$ cat config.mk
export PLATFORM = sky130hd
export DESIGN_NAME = board_wdt
export DESIGN_NICKNAME = d
export VERILOG_FILES = /design/src/rtl/wdt_pkg.sv /design/src/rtl/wdt_regs.sv /design/src/rtl/wdt_tick.sv /design/src/rtl/wdt_core.sv /design/src/rtl/board_wdt.sv
export SDC_FILE = /design/constraint.sdc
export NUM_CORES = 1
export LEC_CHECK = 0
export BUFFER_PORTS_ARGS = -buffer_cell sky130_fd_sc_hd__buf_2
export CORE_MARGIN = 2
export CORE_UTILIZATION = 58
export DETAILED_ROUTE_END_ITERATION = 12
export HOLD_SLACK_MARGIN = 0.05
export PLACE_DENSITY_LB_ADDON = 0.2
export SLEW_MARGIN = 15
export SYNTH_ARGS = -nofsm -noshare
export SYNTH_HDL_FRONTEND = slang
export SYNTH_SLANG_ARGS = --single-unit
$ cat constraint.sdc
create_clock -name clk_i -period 3 [get_ports clk_i]
set_input_delay 0.15 -clock clk_i [delete_from_list [all_inputs] [get_ports clk_i]]
set_output_delay 0.15 -clock clk_i [all_outputs]
set_load 0.05 [all_outputs]
$ cat src/rtl/wdt_pkg.sv
package wdt_pkg;
  localparam logic [7:0] OFS_CTRL   = 8'h00;
  localparam logic [7:0] OFS_TMO    = 8'h01;
  localparam logic [7:0] OFS_KICK   = 8'h02;
  localparam logic [7:0] KICK_MAGIC = 8'h6B;

  typedef struct packed {
    logic act_to;
    logic act_rst;
    logic lock;
    logic en_rec;
    logic en_norm;
  } wdt_ctrl_t;

  function automatic logic [7:0] ctrl_to_byte(wdt_ctrl_t c);
    return {c.act_to, c.act_rst, 3'b000, c.lock, c.en_rec, c.en_norm};
  endfunction

  function automatic wdt_ctrl_t byte_to_ctrl(logic [7:0] b);
    wdt_ctrl_t c;
    c.act_to  = b[7];
    c.act_rst = b[6];
    c.lock    = b[2];
    c.en_rec  = b[1];
    c.en_norm = b[0] & ~b[1];  // recovery wins when both are set
    return c;
  endfunction
endpackage

$ cat src/rtl/wdt_regs.sv
module wdt_regs
  import wdt_pkg::*;
#(
  parameter int DATA_W      = 8,
  parameter int DEF_TIMEOUT = 10
) (
  input  logic              clk_i,
  input  logic              rst_ni,
  input  logic              guard_i,
  input  logic              wr_i,
  input  logic              rd_i,
  input  logic [7:0]        addr_i,
  input  logic [DATA_W-1:0] wdata_i,
  input  logic              expire_i,
  output wdt_ctrl_t         ctrl_o,
  output logic [DATA_W-1:0] tmo_o,
  output logic              kick_o,
  output logic [DATA_W-1:0] rdata_o
);
  localparam logic [DATA_W-1:0] TMO_RST = DATA_W'(DEF_TIMEOUT);

  logic              init_q;
  wdt_ctrl_t         ctrl_q;
  logic [DATA_W-1:0] tmo_q;
  logic [DATA_W-1:0] rdata_q;
  logic [DATA_W-1:0] rd_mux;
  logic              wr_ok;

  assign wr_ok  = wr_i && init_q && !ctrl_q.lock;
  assign kick_o = wr_i && init_q && (addr_i == OFS_KICK) && (wdata_i == KICK_MAGIC);

  always_ff @(posedge clk_i or negedge rst_ni) begin
    if (!rst_ni) begin
      init_q <= 1'b0;
      ctrl_q <= '0;
    end else if (!init_q) begin
      init_q <= 1'b1;
      if (guard_i) begin
        ctrl_q.en_rec  <= 1'b1;
        ctrl_q.act_rst <= 1'b1;
      end
    end else if (expire_i) begin
      ctrl_q.en_norm <= 1'b0;
      ctrl_q.en_rec  <= 1'b0;
    end else if (wr_ok && addr_i == OFS_CTRL) begin
      ctrl_q <= byte_to_ctrl(wdata_i);
    end
  end

  always_ff @(posedge clk_i or negedge rst_ni) begin
    if (!rst_ni)                           tmo_q <= TMO_RST;
    else if (wr_ok && addr_i == OFS_TMO)   tmo_q <= wdata_i;
  end

  always_comb begin
    unique case (addr_i)
      OFS_CTRL: rd_mux = ctrl_to_byte(ctrl_q);
      OFS_TMO:  rd_mux = tmo_q;
      default:  rd_mux = '0;
    endcase
  end

  always_ff @(posedge clk_i or negedge rst_ni) begin
    if (!rst_ni)   rdata_q <= '0;
    else if (rd_i) rdata_q <= rd_mux;
  end

  assign ctrl_o  = ctrl_q;
  assign tmo_o   = tmo_q;
  assign rdata_o = rdata_q;
endmodule

$ cat src/rtl/wdt_tick.sv
module wdt_tick #(
  parameter int CLK_HZ = 25_000_000
) (
  input  logic clk_i,
  input  logic rst_ni,
  input  logic run_i,
  input  logic restart_i,
  output logic tick_o
);
  localparam int PW = (CLK_HZ > 2) ? $clog2(CLK_HZ) : 1;
  localparam logic [PW-1:0] LAST = PW'(CLK_HZ - 1);

  logic [PW-1:0] pre_q;

  always_ff @(posedge clk_i or negedge rst_ni) begin
    if (!rst_ni)                    pre_q <= '0;
    else if (restart_i || !run_i)   pre_q <= '0;
    else if (pre_q == LAST)         pre_q <= '0;
    else                            pre_q <= pre_q + 1'b1;
  end

  assign tick_o = run_i && (pre_q == LAST);
endmodule

$ cat src/rtl/wdt_core.sv
module wdt_core
  import wdt_pkg::*;
#(
  parameter int DATA_W      = 8,
  parameter int DEF_TIMEOUT = 10,
  parameter int PULSE_LEN   = 16
) (
  input  logic              clk_i,
  input  logic              rst_ni,
  input  wdt_ctrl_t         ctrl_i,
  input  logic [DATA_W-1:0] tmo_i,
  input  logic              kick_i,
  input  logic              tick_i,
  output logic              run_o,
  output logic              expire_o,
  output logic              sys_rst_o,
  output logic              wdt_to_o,
  output logic              failsafe_o
);
  localparam int LW = $clog2(PULSE_LEN + 1);
  localparam logic [LW-1:0]     PLEN    = LW'(PULSE_LEN);
  localparam logic [DATA_W-1:0] CNT_RST = DATA_W'(DEF_TIMEOUT);

  logic [DATA_W-1:0] cnt_q;
  logic [LW-1:0]     pls_q;
  logic              rst_act_q, to_act_q, fs_q;

  assign run_o    = ctrl_i.en_norm | ctrl_i.en_rec;
  assign expire_o = run_o && (cnt_q == '0);

  always_ff @(posedge clk_i or negedge rst_ni) begin
    if (!rst_ni)                               cnt_q <= CNT_RST;
    else if (kick_i)                           cnt_q <= tmo_i;
    else if (run_o && tick_i && cnt_q != '0)   cnt_q <= cnt_q - 1'b1;
  end

  always_ff @(posedge clk_i or negedge rst_ni) begin
    if (!rst_ni) begin
      pls_q     <= '0;
      rst_act_q <= 1'b0;
      to_act_q  <= 1'b0;
      fs_q      <= 1'b0;
    end else if (expire_o) begin
      pls_q     <= PLEN;
      rst_act_q <= ctrl_i.act_rst;
      to_act_q  <= ctrl_i.act_to;
      if (ctrl_i.en_rec) fs_q <= 1'b1;
    end else if (pls_q != '0) begin
      pls_q <= pls_q - 1'b1;
    end
  end

  assign sys_rst_o  = (pls_q != '0) && rst_act_q;
  assign wdt_to_o   = (pls_q != '0) && to_act_q;
  assign failsafe_o = fs_q;
endmodule

$ cat src/rtl/board_wdt.sv
module board_wdt
  import wdt_pkg::*;
#(
  parameter int CLK_HZ      = 25_000_000,
  parameter int PULSE_LEN   = 16,
  parameter int DEF_TIMEOUT = 10
) (
  input  logic       clk_i,
  input  logic       rst_ni,
  input  logic       guard_i,
  input  logic       wr_i,
  input  logic       rd_i,
  input  logic [7:0] addr_i,
  input  logic [7:0] wdata_i,
  output logic [7:0] rdata_o,
  output logic       sys_rst_o,
  output logic       wdt_to_o,
  output logic       failsafe_o
);
  localparam int DATA_W = 8;

  wdt_ctrl_t         ctrl;
  logic [DATA_W-1:0] tmo;
  logic              kick, tick, run, expire;
  logic              en_norm, en_rec, lock;

  assign en_norm = ctrl.en_norm;
  assign en_rec  = ctrl.en_rec;
  assign lock    = ctrl.lock;

  wdt_regs #(.DATA_W(DATA_W), .DEF_TIMEOUT(DEF_TIMEOUT)) u_regs (
    .clk_i, .rst_ni, .guard_i, .wr_i, .rd_i, .addr_i, .wdata_i,
    .expire_i(expire), .ctrl_o(ctrl), .tmo_o(tmo), .kick_o(kick), .rdata_o
  );

  wdt_tick #(.CLK_HZ(CLK_HZ)) u_tick (
    .clk_i, .rst_ni, .run_i(run), .restart_i(kick), .tick_o(tick)
  );

  wdt_core #(.DATA_W(DATA_W), .DEF_TIMEOUT(DEF_TIMEOUT), .PULSE_LEN(PULSE_LEN)) u_core (
    .clk_i, .rst_ni, .ctrl_i(ctrl), .tmo_i(tmo), .kick_i(kick), .tick_i(tick),
    .run_o(run), .expire_o(expire), .sys_rst_o, .wdt_to_o, .failsafe_o
  );
endmodule

==> results of run 1 <==
==> cell usage in the layout (no fill, tap or decap), drive strengths merged, types with 3 or more instances in the layout <==
cell type,n
a21o,3
inv,19
a22oi,5
dfrtp,59
xnor2,8
buf,35
mux2i,4
mux2,13
a21oi,10
xor2,18
nand2,14
nor4,7
dlygate4sd3,5
nand4,11
nor3,10
nor2b,5
nor3b,3
nor2,49
nand3,16
dfstp,4
o21ai,4
and3,4
ha,4
clkbuf,9
==> final cells by class <==
type / instances / area (sq um)
Sequential cell: 63 / 1580
Fill cell: 381 / 1510
Multi-Input combinational cell: 220 / 1480
Timing Repair Buffer: 40 / 235
Clock buffer: 9 / 124
Clock inverter: 7 / 103
Tap cell: 70 / 87.6
Inverter: 15 / 56.3
==> worst register-to-register path, stage by stage, from the launching register on <==
cell and delay (ns):
dfstp_2 0.53, inv_1 0.06, ha_1 0.18, or3b_2 0.25
nor3_4 0.08, nor4_1 0.84, mux2_2 0.41
==> logic make-up after synthesis <==
family	count (synthesis)
mux	17
flops	63
fa+ha+maj	4
other cells	1
compound gates	35
xor+xnor	26
buf+inv	23
simple gates	137
==> worst max path at each step <==
stage                     from                to  slack, ns  cells after the start
2_1_floorplan  u_core.cnt_q[1]  u_regs.ctrl_o[4]       0.87                      6
4_1_cts        u_core.cnt_q[1]  u_regs.ctrl_o[4]       0.54                      6
3_3_place_gp   u_core.cnt_q[1]  u_regs.ctrl_o[4]       0.76                      6
5_1_grt        u_core.cnt_q[1]  u_regs.ctrl_o[4]       0.43                      6
3_5_place_dp   u_core.cnt_q[1]  u_regs.ctrl_o[4]       0.58                      6
6_report       u_core.cnt_q[1]  u_regs.ctrl_o[4]       0.52                      6
==> synth_stat cells, drive strengths merged, types with 4 or more instances <==
master	number	area share
clkbuf	4	0.0052
xor2	18	0.050
nor2	49	0.058
nor2b	5	0.0099
ha	4	0.016
and3	4	0.0079
a22oi	5	0.012
nand3	16	0.025
o21ai	4	0.0064
buf	4	0.0064
nand2	14	0.017
dfstp	4	0.033
xnor2	8	0.022
nor4	7	0.021
mux2	13	0.046
inv	15	0.018
nor3	10	0.019
mux2i	4	0.013
dfrtp	59	0.47
a21oi	10	0.016
nand4	11	0.022
==> flip-flops by register name (all words and copies together) (netlist names), 5 cells and up <==
name            flops
u_tick.pre_q       25
u_core.cnt_q        8
u_regs.rdata_o      8
u_regs.tmo_o        8
u_core.pls_q        5
u_regs.ctrl_o       5
==> timing repair <==
item	CTS	global route
endpoints found under the setup margin	0	0
hold buffers	5	0
hold endpoints to repair	24	0
==> power by group <==
part	internal (mW)	switching, mW	total (mW)
registers	0.906	0.0639	0.969
logic	0.0753	0.105	0.181
clock network	0.479	0.362	0.841
==> metal layers <==
| layer | wire, microns | up-vias |
|---|---|---|
| li1 | - | 1169 |
| met1 | 2750 | 1147 |
| met2 | 3220 | 57 |
| met3 | 310 | 10 |
| met4 | 104 | 0 |
| met5 | 0 | - |
==> metrics by stage <==
| step | std cells | util | setup slack [ns] |
|---|---|---|---|
| floorplan | 306 | - | 0.868 |
| global placement | 403 | 0.655 | 0.762 |
| detailed placement | 403 | 0.655 | 0.583 |
| CTS | 424 | 0.708 | 0.541 |
| global route | 424 | 0.708 | 0.429 |
| finish | 424 | 0.708 | 0.520 |
==> metrics, run 1 <==
placed instance area=3390 sq um; share of layout cells above drive strength 1=0.232; r2r worst-path depth=6; Least-Margin Pin Slew=between 1 and 1.5 ns; Reg clk slew, reported paths=~0.08 ns; 1st-iter DRT viols=a little over 100; critical path's slowest cell=nor4_1; Syn Nets=between 300 and 400; EDFF count, synth=0; DP Wirelength=approximately 4.5 mm; clk sinks=between 60 and 70; min Tclk post-route=about 2.5 ns; Pleak=between 1.5 and 2 nW; CTS tree=done; worst path cell trace=inv_1, ha_1, or3b_2, nor3_4, nor4_1, mux2_2; max-cap violation count=0; post-CTS setup repair buffer count=0; worst path arrival time=2.71 ns; grt total ovfl=0; overall power=1.99 mW; Synth Area in Simple Gates=0.243; Syn Area/Cell=10.3 sq um; largest net degree at the start of global routing=25; FF+latch count, synth=63; met2 usage in global routing=0.391; initial antenna violation count=0; Routability Congestion=slightly above 0.8; fin area=approximately 3700 sq um; Rows=26; drt pass-1 iters=4; busiest layer in global routing=met2; crit-path max FO=9; Core ar.=around 5200 sq um; die width=around 78 microns; antenna fix cells=0; Reg-to-Reg Start=u_core.cnt_q[1]; Worst setup SP type=flip-flop; area grow syn2layout=16.3%; Distinct cells, synth=56; post-layout net count=between 300 and 400; main combinational cell family by area after synthesis=simple AND/OR/NAND/NOR gates; VDD IR-drop max=approximately 0.36 mV; Num CTS Buffers=9; final slew viol count=0; hold path depth=2; warnings from Yosys=0; Synth Area in Adders=0.0159; worst reg2reg setup slack=approximately 0.52 ns; Worst Hold Class=in -> reg; H-tree Lvls=3; antenna viol nets, final=0; post-cts sizing count=0; cell area after synthesis=between 3000 and 4000 sq um; IO buf count=31; Worst path max stage delay=0.84 ns; PwrDens=around 540 nW/um^2; CP Buf/Inv Count=1; DRC Markers=0; worst hold slack=~0.061 ns; total routed wirelength=6.38 mm; kind of critical path=reg -> reg; reg2reg end=u_regs.ctrl_o[4]; CP top delay family=simple AND/OR/NAND/NOR gates; die height=about 80 microns; WP data required=~3.2 ns; Root Driver=clkbuf_8; asr flop ratio synth=1.00; XOR/XNOR Fraction of Synth Area=0.0723; worst-skew pair later-pin latency=about 0.35 ns; I/O pin total=32; top_reg_cell synth=dfrtp_1; WHS Endpoint=u_regs.tmo_o[3]; Seq/Total Area, Yosys=0.502; GRT met3 Usage=0.0698; Slew HR=0.325; first-pass GRT wire length=between 10 and 15 mm; cells after synthesis=slightly above 300; Initial Utilization=0.609; final hold violation count=0; vias in the first global route=2316; fin crit share=0.827; multiplexer area fraction after synthesis=0.0592; Synth Area in Compound Gates=0.0774; CP Capture Type=flip-flop; WL/cell=between 15 and 20 microns; Total GRT Usage=0.229; setup violators final=0; fmax=approximately 400 MHz; final setup TNS=0 ns; DR vias/cell=approximately 5.6; HP Start=wdata_i[3]; met1 Use GR=0.274; Clock Path Buffers=2; Via Count=roughly 2400; area of the die=6040 sq um; RSZ-0062 raised after global routing=no; status=finished clean; Max Clock Skew=approximately 0.014 ns
(Power assumes the default switching activity.)
==> run 2, diff against run 1 <==
--- a/config.mk
+++ b/config.mk
@@ -5,9 +5,10 @@
 export SDC_FILE = /design/constraint.sdc
 export NUM_CORES = 1
 export LEC_CHECK = 0
+export ABC_AREA = 1
 export BUFFER_PORTS_ARGS = -buffer_cell sky130_fd_sc_hd__buf_2
 export CORE_MARGIN = 2
-export CORE_UTILIZATION = 58
+export CORE_UTILIZATION = 54
 export DETAILED_ROUTE_END_ITERATION = 12
 export HOLD_SLACK_MARGIN = 0.05
 export PLACE_DENSITY_LB_ADDON = 0.2
==> constraint.sdc (replaced) <==
create_clock -name clk_i -period 2.09 [get_ports clk_i]
set_input_delay 0.1045 -clock clk_i [delete_from_list [all_inputs] [get_ports clk_i]]
set_output_delay 0.1045 -clock clk_i [all_outputs]
set_load 0.05 [all_outputs]
==> run 2 against run 1 <==
  * Critical path depth increased by 2
  * Critical endpoint is now sys_rst_o
  * Highest routed layer unchanged
  * Sequential cell count is the same
  * Via count grew 34%
  * Sequential share of layout area is 4.7 points lower
  * Combinational power grew to 2.5 times the previous value
  * Critical path type is now reg -> out
==> metrics, run 2 <==
status=finished clean; kind of critical path=reg -> out; cell area after synthesis=between 3000 and 4000 sq um; Switch Pwr=slightly above 800 uW; most used cell, CP=inv_1; post-cts sizing count=0; asr flop ratio synth=1.00; Via Count=3185; combinational group share of total power=0.165; Worst setup SP type=flip-flop; # hold bufs at CTS=11; DRC Markers=0; Sequential Power Share=0.484; Reg with most FFs=u_tick.pre_q; area leader, netlist=dfrtp_1; fin crit share=0.877; Core ar.=between 6000 and 7000 sq um; Clock Path Buffers=2; WHS Endpoint=u_regs.rdata_o[3]; DR vias/cell=between 5 and 6; most common cell after layout, fill and taps aside=nand2_1; worst-skew pair later-pin latency=~0.35 ns; H-tree Lvls=3; Seq/Total Area, Yosys=0.441; die width=85.5 microns; top_reg_cell synth=dfrtp_1; Least-Margin Pin Slew=around 0.6 ns; EDFF count, synth=0; area grow syn2layout=14.7%; critical path's slowest cell=dfrtp_1; drt pass-1 iters=5; I/O pin total=32; hold path depth=4; warnings from Yosys=0; crit-path max FO=5; Non-Filler Instances=614; Pleak=approximately 2.0 nW; antenna fix cells=0; Reg-to-Reg Start=u_core.cnt_q[1]; Inst Count DP=587; Synth area leaders=dfrtp_1 (41%), nand2_1 (14%), inv_1 (6.6%); share of layout cells above drive strength 1=0.171; Distinct cells, synth=32; setup violators final=0; Initial Utilization=0.561; reg2reg end=u_core.cnt_q[5]; HP Start=addr_i[2]; final slew viol count=0; first-pass GRT wire length=13.7 mm; Syn Nets=507; Sw Ratio=0.299; Root Driver=clkbuf_8; FF+latch count, synth=63; Routability Congestion=between 0.8 and 0.9; XOR/XNOR Fraction of Synth Area=0.0415; multiplexer area fraction after synthesis=0; commonest cells after routing, fill and taps aside=nand2_1 (136), inv_1 (63), nor2_1 (62), dfrtp_1 (59), nand3_1 (36); Reg clk slew, reported paths=around 0.080 ns; Worst path max stage delay=between 0.3 and 0.4 ns; cells after synthesis=482; Synth Area in Adders=0.0140; # fillers=about 590; most numerous cell in the Yosys netlist=nand2_1; antenna viol nets, final=0; DP Wirelength=between 5 and 6 mm; die height=roughly 85 microns; post-CTS setup repair buffer count=0; CP Buf/Inv Count=4; post-layout net count=roughly 560; Slew HR=0.611; worst path cell trace=inv_1, ha_1, nand3_1, nor2_1, inv_1, nand2_1, inv_1, buf_2; largest net degree at the start of global routing=41; final setup TNS=0 ns; grt total ovfl=0; Synth Area in Compound Gates=0.0475; Syn Area/Cell=~7.4 sq um; IO buf count=31; Worst Hold Class=in -> reg; PwrDens=around 670 nW/um^2; Clk pwr share=0.351; final hold violation count=0; Synth Area in Simple Gates=0.369; WP data required=about 2 ns; WL/cell=approximately 13 microns; max-cap violation count=0; CTS tree=done; r2r worst-path depth=8; min Tclk post-route=1.83 ns; main combinational cell family by area after synthesis=simple AND/OR/NAND/NOR gates; synth cell count leaders=nand2_1 (136), inv_1 (63), nor2_1 (62); RSZ-0062 raised after global routing=no; Max Clock Skew=between 0.009 and 0.01 ns; VDD IR-drop max=0.582 mV; fmax=546 MHz; total routed wirelength=7.94 mm; Rows=29; area of the die=7310 sq um; worst path arrival time=roughly 1.7 ns; Yosys top cell area share=0.412; area of the multi-input gates=around 1700 sq um; CP top delay family=buffers and inverters; CP Capture Type=output port; clk sinks=63; initial antenna violation count=0; Int Pwr=1.93 mW; Largest register FFs=25; 1st-iter DRT viols=roughly 230; vias in the first global route=3068; register area=roughly 1600 sq um; Num CTS Buffers=9; worst reg2reg setup slack=0.34 ns; Total GRT Usage=0.241
==> run 2: power groups by stage <==
| stage | logic [mW] | clock network, mW | registers (mW) |
|---|---|---|---|
| 2_1_floorplan | 0.324 | 0 | 1.35 |
| 3_3_place_gp | 0.428 | 0 | 1.35 |
| 3_5_place_dp | 0.440 | 0 | 1.35 |
| 4_1_cts | 0.457 | 0.990 | 1.33 |
| 5_1_grt | 0.513 | 1.05 | 1.34 |
| 6_report | 0.454 | 0.967 | 1.33 |
==> run 2: worst reg2reg max path, stage by stage, from the launching register on <==
cell and delay [ns]:
dfstp_2 0.54, inv_1 0.05, ha_1 0.17, nand2_1 0.07
nor2_2 0.06, nor2_2 0.23, nand3_1 0.25, nand3_1 0.14
nand3_1 0.10
==> run 2: layer usage <==
layer	global-route usage	routed length, microns	vias to the layer above	share of wire
li1	-	-	1600	-
met1	0.335	3870	1460	0.49
met5	0	0	-	0
met3	0.0457	423	20	0.053
met4	0.105	219	0	0.028
met2	0.368	3420	105	0.43
==> run 2: how the worst max path moves through the flow <==
stage,from,endpoint,slack [ns],cells after the start
final,u_core.pls_q[0],sys_rst_o,0.26,8
after global routing,u_core.pls_q[0],wdt_to_o,0.10,8
after CTS,u_core.pls_q[0],sys_rst_o,0.25,8
after detailed placement,u_core.cnt_q[1],u_core.cnt_q[5],0.36,8
after global placement,u_core.cnt_q[1],u_core.cnt_q[4],0.47,8
after floorplan,u_core.cnt_q[1],u_core.cnt_q[2],0.58,8
==> run 2: cell families after synthesis <==
logic type / after synthesis
other cells: 1
buf+inv: 74
xor+xnor: 17
compound gates: 31
flops: 63
fa+ha+maj: 4
simple gates: 292
==> run 2: per-stage QoR <==
step,instance area (sq um),hold slack [ns],setup slack [ns],utilization,total power [mW]
detailed placement,3820,0.141,0.361,0.598,1.79
finish,4110,0.171,0.258,0.644,2.75
global route,4110,0.186,0.102,0.644,2.90
floorplan,3580,-0.191,0.585,-,1.67
global placement,3820,0.136,0.470,0.598,1.78
CTS,4110,0.152,0.246,0.644,2.78
==> run 2: area by class of cell <==
type | instances | area share
clock buffer | 11 | 0.0368
clock inverter | 5 | 0.00791
inverter | 69 | 0.0636
multi-input combinational | 345 | 0.413
sequential | 63 | 0.385
tap | 77 | 0.0234
timing repair buffer | 44 | 0.0712
